### config.mk
export PLATFORM = sky130hd
export DESIGN_NAME = eth_mac_regbank
export DESIGN_NICKNAME = d
export VERILOG_FILES = /design/src/rtl/eth_regbank_pkg.sv /design/src/rtl/eth_regbank_bus.sv /design/src/rtl/eth_regbank_cell.sv /design/src/rtl/eth_regbank_pulse.sv /design/src/rtl/eth_mac_regbank.sv
export SDC_FILE = /design/constraint.sdc
export NUM_CORES = 1
export LEC_CHECK = 0
export BUFFER_PORTS_ARGS = -buffer_cell sky130_fd_sc_hd__buf_2
export CORE_AREA = 2 2 269 271
export CTS_BUF_LIST = sky130_fd_sc_hd__clkbuf_8
export CTS_CLUSTER_DIAMETER = 80
export DETAILED_ROUTE_END_ITERATION = 8
export DIE_AREA = 0 0 271 273
export GPL_TIMING_DRIVEN = 0
export PLACE_DENSITY_LB_ADDON = 0.05
export SLEW_MARGIN = 5
export SYNTH_ARGS = -nofsm -noshare
export SYNTH_HDL_FRONTEND = slang
export SYNTH_SLANG_ARGS = --single-unit
### constraint.sdc
create_clock -name clk_i -period 11.65 [get_ports clk_i]
set_clock_uncertainty 0.1 [all_clocks]
set_input_delay 1.165 -clock clk_i [delete_from_list [all_inputs] [get_ports clk_i]]
set_output_delay 1.165 -clock clk_i [all_outputs]
set_load 0.02 [all_outputs]
### src/rtl/eth_regbank_pkg.sv
`timescale 1ns/1ps
package eth_regbank_pkg;

   localparam int NREG  = 20;
   localparam int REG_W = 32;

   typedef enum logic [1:0] {RK_RW, RK_RO, RK_CMD, RK_LIM} reg_kind_e;

   localparam int IX_MODE    = 0;
   localparam int IX_INTSRC  = 1;
   localparam int IX_MIICMD  = 11;
   localparam int IX_MIIRXD  = 14;
   localparam int IX_MIISTAT = 15;

   function automatic reg_kind_e reg_kind(input int ix);
      case (ix)
         IX_INTSRC, IX_MIIRXD, IX_MIISTAT: return RK_RO;
         IX_MIICMD:                        return RK_CMD;
         8:                                return RK_LIM;
         default:                          return RK_RW;
      endcase
   endfunction

   function automatic logic [REG_W-1:0] reg_mask(input int ix);
      case (ix)
         0:             return 32'h0001_FFFF;
         2, 3, 4, 5:    return 32'h0000_007F;
         6, 16, 18, 19: return 32'hFFFF_FFFF;
         7:             return 32'h000F_003F;
         8:             return 32'h0000_00FF;
         9:             return 32'h0000_0007;
         10:            return 32'h0000_03FF;
         12:            return 32'h0000_1F1F;
         13, 17:        return 32'h0000_FFFF;
         default:       return 32'h0000_0000;
      endcase
   endfunction

   function automatic logic [REG_W-1:0] reg_rst(input int ix);
      case (ix)
         0:       return 32'h0000_A800;
         3, 5:    return 32'h0000_0012;
         4:       return 32'h0000_000C;
         6:       return 32'h0040_0600;
         7:       return 32'h000F_003F;
         8:       return 32'h0000_0040;
         10:      return 32'h0000_0064;
         default: return 32'h0000_0000;
      endcase
   endfunction

endpackage

### src/rtl/eth_regbank_bus.sv
`timescale 1ns/1ps
module eth_regbank_bus (
   input  logic clk_i,
   input  logic rst_i,
   input  logic cyc_i,
   input  logic stb_i,
   input  logic we_i,
   output logic ack_o,
   output logic wr_o,
   output logic rd_o
);

   logic acc;

   assign acc  = cyc_i & stb_i & ~ack_o;
   assign wr_o = acc & we_i;
   assign rd_o = acc & ~we_i;

   always_ff @(posedge clk_i or posedge rst_i) begin
      if (rst_i) ack_o <= 1'b0;
      else       ack_o <= acc;
   end

   AST_ACK_FOLLOWS_STB: assert property (@(posedge clk_i) disable iff (rst_i)
      (cyc_i && stb_i && !ack_o) |=> ack_o);
   AST_NO_ACK_IDLE: assert property (@(posedge clk_i) disable iff (rst_i)
      !(cyc_i && stb_i) |=> !ack_o);

endmodule

### src/rtl/eth_regbank_cell.sv
`timescale 1ns/1ps
module eth_regbank_cell #(
   parameter int           W      = 32,
   parameter logic [W-1:0] RST    = '0,
   parameter logic [W-1:0] MASK   = '1,
   parameter bit           LIM_EN = 1'b0,
   parameter logic [W-1:0] LIM    = '0
) (
   input  logic           clk_i,
   input  logic           rst_i,
   input  logic           we_i,
   input  logic [W/8-1:0] sel_i,
   input  logic [W-1:0]   d_i,
   output logic [W-1:0]   q_o
);

   localparam int NB = W / 8;

   logic [W-1:0] merged;
   logic         accept;

   for (genvar b = 0; b < NB; b++) begin : g_lane
      assign merged[8*b +: 8] = sel_i[b] ? d_i[8*b +: 8] : q_o[8*b +: 8];
   end

   if (LIM_EN) begin : g_lim
      assign accept = (merged <= LIM);
   end else begin : g_nolim
      assign accept = 1'b1;
   end

   always_ff @(posedge clk_i or posedge rst_i) begin
      if (rst_i)                q_o <= RST & MASK;
      else if (we_i && accept)  q_o <= merged & MASK;
   end

   AST_MASKED_BITS_ZERO: assert property (@(posedge clk_i) disable iff (rst_i)
      (q_o & ~MASK) == '0);

   if (LIM_EN) begin : g_lim_chk
      AST_TXBD_IN_RANGE: assert property (@(posedge clk_i) disable iff (rst_i)
         q_o <= LIM);
      AST_TXBD_REJECT_HOLD: assert property (@(posedge clk_i) disable iff (rst_i)
         (we_i && merged > LIM) |=> $stable(q_o));
   end

endmodule

### src/rtl/eth_regbank_pulse.sv
`timescale 1ns/1ps
module eth_regbank_pulse #(
   parameter int CW = 3
) (
   input  logic          clk_i,
   input  logic          rst_i,
   input  logic          fire_i,
   input  logic          lane_i,
   input  logic [CW-1:0] d_i,
   output logic [CW-1:0] q_o
);

   always_ff @(posedge clk_i or posedge rst_i) begin
      if (rst_i)                  q_o <= '0;
      else if (fire_i && lane_i)  q_o <= d_i;
      else                        q_o <= '0;
   end

   AST_CMD_SELF_CLEAR: assert property (@(posedge clk_i) disable iff (rst_i)
      (q_o != '0 && !fire_i) |=> (q_o == '0));

endmodule

### src/rtl/eth_mac_regbank.sv
`timescale 1ns/1ps
module eth_mac_regbank
   import eth_regbank_pkg::*;
#(
   parameter int          ADDR_W   = 5,
   parameter int          DATA_W   = 32,
   parameter int          CMD_W    = 3,
   parameter logic [31:0] TXBD_MAX = 32'h80
) (
   input  logic              clk_i,
   input  logic              rst_i,
   input  logic              cyc_i,
   input  logic              stb_i,
   input  logic              we_i,
   input  logic [ADDR_W-1:0] adr_i,
   input  logic [3:0]        sel_i,
   input  logic [31:0]       dat_i,
   output logic [31:0]       dat_o,
   output logic              ack_o,
   input  logic [31:0]       irq_src_i,
   input  logic [31:0]       mii_rdata_i,
   input  logic [31:0]       mii_status_i,
   output logic [31:0]       mode_o,
   output logic [31:0]       int_mask_o,
   output logic [31:0]       gap_b2b_o,
   output logic [31:0]       gap_nb1_o,
   output logic [31:0]       gap_nb2_o,
   output logic [31:0]       pkt_len_o,
   output logic [31:0]       coll_cfg_o,
   output logic [31:0]       txbd_cnt_o,
   output logic [31:0]       ctrl_mode_o,
   output logic [31:0]       mii_mode_o,
   output logic [2:0]        mii_cmd_o,
   output logic [31:0]       mii_addr_o,
   output logic [31:0]       mii_wdata_o,
   output logic [31:0]       sta_addr0_o,
   output logic [31:0]       sta_addr1_o,
   output logic [31:0]       hash0_o,
   output logic [31:0]       hash1_o
);

   localparam int NBYTE = DATA_W / 8;

   if (DATA_W != REG_W) begin : g_bad_w
      $error("eth_mac_regbank: DATA_W must equal the register width");
   end
   if ((1 << ADDR_W) < NREG) begin : g_bad_a
      $error("eth_mac_regbank: ADDR_W too small for the register window");
   end
   if (TXBD_MAX > 32'hFF) begin : g_bad_lim
      $error("eth_mac_regbank: TXBD_MAX exceeds the count field");
   end
   if (CMD_W != 3) begin : g_bad_cmd
      $error("eth_mac_regbank: CMD_W must be 3");
   end

   logic              wr, rd;
   logic [DATA_W-1:0] regq [NREG];
   logic [DATA_W-1:0] rd_val;

   eth_regbank_bus u_bus (
      .clk_i (clk_i), .rst_i (rst_i), .cyc_i (cyc_i), .stb_i (stb_i),
      .we_i  (we_i),  .ack_o (ack_o), .wr_o  (wr),    .rd_o  (rd)
   );

   for (genvar g = 0; g < NREG; g++) begin : g_reg
      if (reg_kind(g) == RK_RW || reg_kind(g) == RK_LIM) begin : g_store
         eth_regbank_cell #(
            .W      (DATA_W),
            .RST    (reg_rst(g)),
            .MASK   (reg_mask(g)),
            .LIM_EN (reg_kind(g) == RK_LIM),
            .LIM    (TXBD_MAX)
         ) u_cell (
            .clk_i (clk_i),
            .rst_i (rst_i),
            .we_i  (wr && (adr_i == ADDR_W'(g))),
            .sel_i (sel_i[NBYTE-1:0]),
            .d_i   (dat_i),
            .q_o   (regq[g])
         );
      end else if (reg_kind(g) == RK_RO) begin : g_ro
         if (g == IX_INTSRC) begin : g_irq
            assign regq[g] = irq_src_i;
         end else if (g == IX_MIIRXD) begin : g_rxd
            assign regq[g] = mii_rdata_i;
         end else begin : g_sts
            assign regq[g] = mii_status_i;
         end
      end else begin : g_cmd
         assign regq[g] = '0;
      end
   end

   eth_regbank_pulse #(.CW(CMD_W)) u_cmd (
      .clk_i  (clk_i),
      .rst_i  (rst_i),
      .fire_i (wr && (adr_i == ADDR_W'(IX_MIICMD))),
      .lane_i (sel_i[0]),
      .d_i    (dat_i[CMD_W-1:0]),
      .q_o    (mii_cmd_o)
   );

   always_comb begin
      rd_val = '0;
      for (int i = 0; i < NREG; i++) begin
         if (adr_i == ADDR_W'(i)) rd_val = regq[i];
      end
   end

   always_ff @(posedge clk_i or posedge rst_i) begin
      if (rst_i)   dat_o <= '0;
      else if (rd) dat_o <= rd_val;
   end

   assign mode_o      = regq[IX_MODE];
   assign int_mask_o  = regq[2];
   assign gap_b2b_o   = regq[3];
   assign gap_nb1_o   = regq[4];
   assign gap_nb2_o   = regq[5];
   assign pkt_len_o   = regq[6];
   assign coll_cfg_o  = regq[7];
   assign txbd_cnt_o  = regq[8];
   assign ctrl_mode_o = regq[9];
   assign mii_mode_o  = regq[10];
   assign mii_addr_o  = regq[12];
   assign mii_wdata_o = regq[13];
   assign sta_addr0_o = regq[16];
   assign sta_addr1_o = regq[17];
   assign hash0_o     = regq[18];
   assign hash1_o     = regq[19];

   AST_READ_IDLE_STABLE: assert property (@(posedge clk_i) disable iff (rst_i)
      !rd |=> $stable(dat_o));
   AST_OOR_READ_ZERO: assert property (@(posedge clk_i) disable iff (rst_i)
      (rd && adr_i >= ADDR_W'(NREG)) |=> (dat_o == '0));

endmodule

==> results of run 1 <==
==> cells by family after synthesis <==
logic type,synth area share
and+or+nand+nor,0.111
other,0.000229
muxes,0.181
DFF,0.433
buffers and inverters,0.155
AOI/OAI and AO/OA,0.120
==> metrics by stage <==
stage / total power (W) / hold WS [ns] / instances / util / worst slack (ns)
finish: 0.00274 / 0.395 / 3197 / 0.310 / 8.35
detailed placement: 0.00165 / 0.378 / 3089 / 0.292 / 7.71
CTS: 0.00277 / 0.390 / 3193 / 0.310 / 8.40
global placement: 0.00164 / 0.372 / 3086 / 0.291 / -1.81
global route: 0.00286 / 0.409 / 3196 / 0.310 / 8.23
floorplan: 0.00144 / 0.437 / 1717 / - / 2.65
==> cells in the mapped netlist, types with 11 or more instances <==
master,count
clkbuf_1,26
mux2i_1,12
and3_1,22
buf_4,279
dfstp_2,26
nor2_1,47
nand2_1,42
nor3_1,19
buf_6,14
dfrtp_1,256
buf_2,27
mux2_2,210
o21a_1,18
a21oi_1,32
nand3_1,19
a221oi_1,13
mux2_1,32
nor4_1,11
o21ai_0,38
a22oi_1,52
==> power by group through the flow <==
stage / Sequential, W / Combinational [W] / Clock, W
after detailed placement: 0.00110 / 0.000545 / 0
after global placement: 0.00110 / 0.000541 / 0
after floorplan: 0.00115 / 0.000284 / 0
final: 0.00109 / 0.000548 / 0.00111
after CTS: 0.00109 / 0.000546 / 0.00114
after global routing: 0.00109 / 0.000583 / 0.00118
==> state kept, by name (all words and copies together), names as in the netlist <==
| signal | count |
|---|---|
| g.g_store.u_cell.q_o | 246 |
| dat_o | 32 |
| u_cmd.q_o | 3 |
| u_bus.ack_o | 1 |
==> metal layers <==
metal | up-vias | routed length, microns | track usage
met5 | - | 69 | 0
met4 | 10 | 2070 | 0.0568
met3 | 108 | 6930 | 0.0607
met2 | 673 | 41400 | 0.375
met1 | 7207 | 34300 | 0.271
li1 | 6307 | - | -
==> how the worst max path moves through the flow <==
stage               slack, ns  cells past startpoint                                          end  startpoint
global route             8.23                      6  g_reg[17].g_store.u_cell.q_o[7]$_DFFE_PP0P_    adr_i[0]
global placement        -1.81                      2                        dat_o[25]$_DFFE_PP0P_       rst_i
finish                   8.35                      6  g_reg[17].g_store.u_cell.q_o[7]$_DFFE_PP0P_    adr_i[0]
detailed placement       7.71                      6  g_reg[17].g_store.u_cell.q_o[6]$_DFFE_PP0P_    adr_i[0]
floorplan                2.65                      1                         dat_o[0]$_DFFE_PP0P_       rst_i
CTS                      8.40                      6  g_reg[17].g_store.u_cell.q_o[7]$_DFFE_PP0P_    adr_i[0]
==> cell type report <==
type / instances / area, sq um / area share
diodes: 4 / 10.0 / 0.000455
plain buffers: 350 / 2500 / 0.114
clock buffers: 76 / 1050 / 0.0476
clock inverters: 28 / 184 / 0.00837
inverters: 8 / 37.5 / 0.00171
multi-input cells: 1077 / 7750 / 0.353
flip-flops and latches: 282 / 7090 / 0.322
well taps: 950 / 1190 / 0.0541
repair buffers: 422 / 2180 / 0.0991
==> worst max-delay path, cell delays in order <==
cell and delay [ns]:
buf_2 0.09, buf_2 0.27, nor2b_1 0.62, nand2_1 0.46, nor2_2 0.68, mux2_2 0.41
==> results by group, run 1 <==
Global routing
  • Global Route Usage Sum: 0.219
  • Largest net degree at the start of global routing: 104
  • First-pass GRT wire length: 115 mm
  • Vias in the first global route: 14100
  • Total gr overflow: 0
  • Initial antenna violation count: 14

Layout
  • Layout cells sized above 1: 0.508
  • Commonest cells after routing, fill and taps aside: buf_2 (446), buf_4 (279), conb_1 (266), dfrtp_1 (256), mux2_2 (210)
  • Commonest non-fill, non-tap cell in the layout: buf_2
  • Filler cells: 7585
  • Layout Nets: 2340
  • Area growth, synth to finish: 34.3%
  • Post-route cell area: 22000 sq um

CTS
  • Clock sink count: 282
  • Clock Tree Buf Depth: 3
  • CTS Root Cell: clkbuf_8
  • Worst skew pair latency: 0.66 ns
  • CTS tree: built
  • Post-CTS Hold Buffers: 0
  • Cts bufs inserted: 57
  • Worst-path clk slew: 0.06 ns
  • CTS H-tree lvls: 2
  • Setup Fix Bufs, Post-CTS: 0
  • CTS-repair resized insts: 0

Power and ir drop
  • Switching Share: 0.325
  • Clock group share of total power: 0.405
  • Sequential share of power: 0.396
  • Switching power: 0.000893 W
  • Pwr dens: 125 nW/um^2
  • Peak VDD IR: 0.0666 mV
  • Leakage: 11.9 nW
  • Internal: 0.00185 W
  • Gate power share: 0.200

Min path
  • Worst Hold Depth: 1
  • Hold Path Sink: dat_o[23]$_DFFE_PP0P_
  • Worst hold-check path type: flop to flop
  • HP Start: dat_o[23]$_DFFE_PP0P_

Floorplan
  • I/O Pins: 690
  • Die Width: 271 microns
  • Die height: 273 microns
  • # rows: 98
  • Die area: 74000 sq um
  • Initial core utilization: 0.231
  • Total core area: 71000 sq um

Setup path
  • Reg-to-Reg Start: u_bus.ack_o$_DFF_PP0_
  • Critical path startpoint category: input port
  • RR Endpoint: dat_o[30]$_DFFE_PP0P_
  • Required @ worst endpoint: 12.05 ns
  • CP Data Arrival Time: 3.70 ns
  • Crit end category: flop
  • R2R depth: 6
  • R2R setup slack: 8.81 ns
  • Critical Path Fanout Max: 10
  • WS Path Type: input port to flop

Place
  • PortBufs: 419
  • GP Congestion: 0.834
  • Detail Placement HPWL: 66.6 mm
  • Cell Area, Placed: 20700 sq um

Synth
  • Yosys warns: 0
  • Top_reg_cell synth: dfrtp_1
  • Top post-synthesis cells by area: dfrtp_1 (39%), mux2_2 (14%), buf_4 (13%), dfstp_2 (4.2%), a22oi_1 (2.4%)
  • Yosys top cell area share: 0.391
  • Post-synth EDFFs: 0
  • Synth cell types: 86
  • #FFs+latches synth: 282
  • Mapped Avg Cell Area: 11.3 sq um
  • Mapped cell area: 16400 sq um
  • Ys async rst share: 1.00
  • Number of cells produced by synthesis: 1452
  • Sequential share of the synthesized area: 0.433
  • Synth area leader: dfrtp_1

Timing
  • Slew Limit Fails: 0
  • Final worst path period share: 0.284
  • Least-Margin Pin Slew: 1.23 ns
  • # setup viols final: 0
  • FMAX: 303 MHz
  • Rel. slew slack: 0.175
  • Unrepaired setup endpoints after global routing: false
  • Period minus WS final: 3.30 ns
  • Setup TNS: 0 ns
  • Final hold viol count: 0

Outcome
  • Outcome: finished clean

Route
  • WL final: 84.8 mm
  • # DRC: 0
  • DR WL/cell: 26.5 microns
  • Post-route ant nets: 0
  • Vias: 14300
  • Detailed Route Iter0 Violations: 868
  • DR pass1 iterations: 5
  • Via density: 4.47

Flow run
  • Max-cap violations: 0
Power figures use the tool's default switching activity.
==> run 2, diff against run 1 <==
--- a/config.mk
+++ b/config.mk
@@ -6,11 +6,11 @@
 export NUM_CORES = 1
 export LEC_CHECK = 0
 export BUFFER_PORTS_ARGS = -buffer_cell sky130_fd_sc_hd__buf_2
-export CORE_AREA = 2 2 269 271
+export CORE_AREA = 2 2 268 270
 export CTS_BUF_LIST = sky130_fd_sc_hd__clkbuf_8
 export CTS_CLUSTER_DIAMETER = 80
 export DETAILED_ROUTE_END_ITERATION = 8
-export DIE_AREA = 0 0 271 273
+export DIE_AREA = 0 0 270 272
 export GPL_TIMING_DRIVEN = 0
 export PLACE_DENSITY_LB_ADDON = 0.05
 export SLEW_MARGIN = 5
==> constraint.sdc (replaced) <==
create_clock -name clk_i -period 3.01 [get_ports clk_i]
set_clock_uncertainty 0.1 [all_clocks]
set_input_delay 0.301 -clock clk_i [delete_from_list [all_inputs] [get_ports clk_i]]
set_output_delay 0.301 -clock clk_i [all_outputs]
set_load 0.02 [all_outputs]
==> run 2 against run 1 <==
Compared with the run above:
- design area increased by 3.2%
- sequential share of layout area fell by 1.0 points
- worst hold slack got worse by 0.34 ns
- critical path depth unchanged
- largest cell class unchanged
- setup slack worse by 8.3 ns
- non-clock buffer count grew 81
- register-to-register slack worse by 8.7 ns
- final cell count is 2.5% higher
- critical path type is now flop to flop
- highest routed layer unchanged
- sequential cell count stayed put
- die area decreased by 0.73%
- sequential power grew to 3.9 times the previous value
- via count rose by 1.8%
==> results by group, run 2 (synthesis gave the netlist of run 1 again) <==
Route
  • WL final: 84.8 mm (about the same)
  • Post-route ant nets: 0 (unchanged)
  • Detailed Route Iter0 Violations: 919 (+5.9%)
  • # DRC: 0 (unchanged)
  • Via density: 4.44 (-0.75%)
  • DR pass1 iterations: 5 (unchanged)
  • Vias: 14600 (+1.8%)
  • DR WL/cell: 25.9 microns (-2.5%)

Layout
  • Layout cells sized above 1: 0.488 (-0.0199)
  • Layout Nets: 2419 (+3.4%)
  • Biggest regs: g.g_store.u_cell.q_o: 246 flops, dat_o: 32 flops, u_cmd.q_o: 3 flops
  • Commonest cells after routing, fill and taps aside: buf_2 (446), buf_4 (279), conb_1 (266), dfrtp_1 (256), mux2_2 (210)
  • Area growth, synth to finish: 38.6%
  • Max reg flops: 246 (unchanged)
  • Commonest non-fill, non-tap cell in the layout: buf_2
  • Largest reg by FF count: g.g_store.u_cell.q_o
  • Post-layout util: 0.321 (+0.0111)

Setup path
  • Max incr delay on CP: 0.67 ns (about the same)
  • WP buf/inv: 2 (unchanged)
  • CP Data Arrival Time: 3.33 ns (-0.37 ns)
  • Critical Path Slowest Stage Cell: clkbuf_1
  • CP cell instances: nand3b_1 -> nor2_1 -> buf_2 -> clkbuf_1 -> nand4_1 -> o21a_1
  • Crit end category: flop
  • Required @ worst endpoint: 3.42 ns (-8.63 ns)
  • Crit path max-delay family: buffers and inverters
  • Critical Path Fanout Max: 10 (unchanged)
  • Critical path startpoint category: flop
  • WS Path Type: flop to flop

Timing
  • Unrepaired setup endpoints after global routing: false
  • Period minus WS final: 2.92 ns
  • Final worst path period share: 0.971
  • Slew Limit Fails: 0 (unchanged)
  • Rel. slew slack: 0.0991 (-0.0760)
  • # setup viols final: 0 (unchanged)
  • FMAX: 342 MHz
  • Least-Margin Pin Slew: 1.35 ns (+0.114 ns)
  • WHS: 0.0570 ns (-0.338 ns)
  • Final hold viol count: 0 (unchanged)

Min path
  • Worst hold-check path type: input port to flop

Global routing
  • Total gr overflow: 0 (unchanged)
  • Gr busiest metal: met2
  • Initial antenna violation count: 11 (-3)
  • Global Route Usage Sum: 0.223 (+0.00384)
  • Largest net degree at the start of global routing: 39 (-63%)
  • Met3 Usage GRT: 0.0630 (+0.00232)
  • GR Layer Usage met2: 0.383 (+0.00775)
  • M1 GR Usage: 0.276 (+0.00464)
  • First-pass GRT wire length: 117 mm (+2.2%)
  • Vias in the first global route: 14700 (+3.7%)

CTS
  • CTS Root Cell: clkbuf_8
  • Clock Tree Buf Depth: 3 (unchanged)
  • Worst skew pair latency: 0.67 ns (about the same)
  • CTS tree: built
  • Worst-path clk slew: 0.06 ns (about the same)
  • CTS H-tree lvls: 2 (unchanged)
  • Clock sink count: 282 (unchanged)
  • Cts bufs inserted: 55 (-3.5%)

Power and ir drop
  • Pwr dens: 456 nW/um^2 (+270%)
  • Leakage: 12.1 nW (+2.3%)
  • Peak VDD IR: 0.288 mV (+330%)

Place
  • GP Congestion: 0.885 (+6.1%)
  • PortBufs: 419 (unchanged)
  • Detail Placement HPWL: 67.0 mm (+0.51%)

Outcome
  • Outcome: finished clean

Flow run
  • Max-cap violations: 0 (unchanged)

Floorplan
  • Die Width: 270 microns (-0.37%)
  • Initial core utilization: 0.231 (+0.000799)
  • I/O Pins: 690 (unchanged)
  • # rows: 98 (unchanged)
  • Total core area: 70800 sq um (-0.35%)
  • Die height: 272 microns (-0.37%)
  • Die area: 73400 sq um (-0.73%)
run 2: cell types whose count changed in the layout (fill, tap and decap cells not counted), sizes merged:
cell         delta
buf             +5
diode           +2
clkinvlp        +2
clkinv          -2
inv             +8
dlygate4sd3    +76
clkbuf          -9
bufinv          -1
run 2: worst paths after layout:
check	end	cells past startpoint	slack (ns)	startpoint
worst max-delay path	dat_o[30]$_DFFE_PP0P_	6	0.09	u_bus.ack_o$_DFF_PP0_
min in group asynchronous	g_reg[0].g_store.u_cell.q_o[10]$_DFFE_PP0P_	3	0.18	rst_i
max in group asynchronous	g_reg[19].g_store.u_cell.q_o[29]$_DFFE_PP0P_	7	1.23	rst_i
worst max register to register	dat_o[30]$_DFFE_PP0P_	6	0.09	u_bus.ack_o$_DFF_PP0_
worst min-delay path	dat_o[11]$_DFFE_PP0P_	5	0.06	mii_status_i[11]
worst min register to register	dat_o[18]$_DFFE_PP0P_	2	0.39	dat_o[18]$_DFFE_PP0P_
run 2: worst register-to-register path, stage by stage (launching register included):
cell	delay [ns]
dfrtp_1	0.40
nand3b_1	0.19
nor2_1	0.54
buf_2	0.43
clkbuf_1	0.67
nand4_1	0.29
o21a_1	0.19
run 2: cell type report:
type / count / area (sq um)
flip-flops and latches: 282 / 7090
multi-input cells: 1077 / 7750
clock inverters: 35 / 176
repair buffers: 503 / 3020
diodes: 6 / 15.0
plain buffers: 350 / 2500
clock buffers: 67 / 922
inverters: 8 / 33.8
well taps: 950 / 1190
fillers: 7476 / 48100
run 2: metrics by stage:
step | TNS, ns | instances | worst slack [ns] | cell area [sq um] | total power, W
2_1_floorplan | -285.89 | 1717 | -1.11 | 17400 | 0.00557
3_3_place_gp | -917.06 | 3086 | -3.42 | 20700 | 0.00636
3_5_place_dp | -0.782 | 3094 | -0.0847 | 20800 | 0.00639
4_1_cts | 0 | 3272 | 0.131 | 22700 | 0.0105
5_1_grt | 0 | 3277 | 0.0322 | 22700 | 0.0108
6_report | 0 | 3278 | 0.0868 | 22700 | 0.0104
run 2: repair_timing:
| action | 4_1_cts | 5_1_grt |
|---|---|---|
| hold endpoints to repair | 185 | 0 |
| gates resized for setup | 0 | 0 |
| setup buffers | 0 | 0 |
| hold buffers | 76 | 0 |
| setup endpoints to repair | 0 | 0 |
run 2: metal layers:
layer	part of all wire	up-vias
li1	-	6470
met1	0.41	7291
met2	0.49	657
met3	0.078	129
met4	0.023	10
met5	0.00085	-
run 2: report_power, final:
part	total (W)	switching, W	internal (W)
Sequential	0.00421	0.000190	0.00402
Combinational	0.00221	0.00140	0.000806
Clock	0.00394	0.00185	0.00209
Total	0.0104	0.00344	0.00691
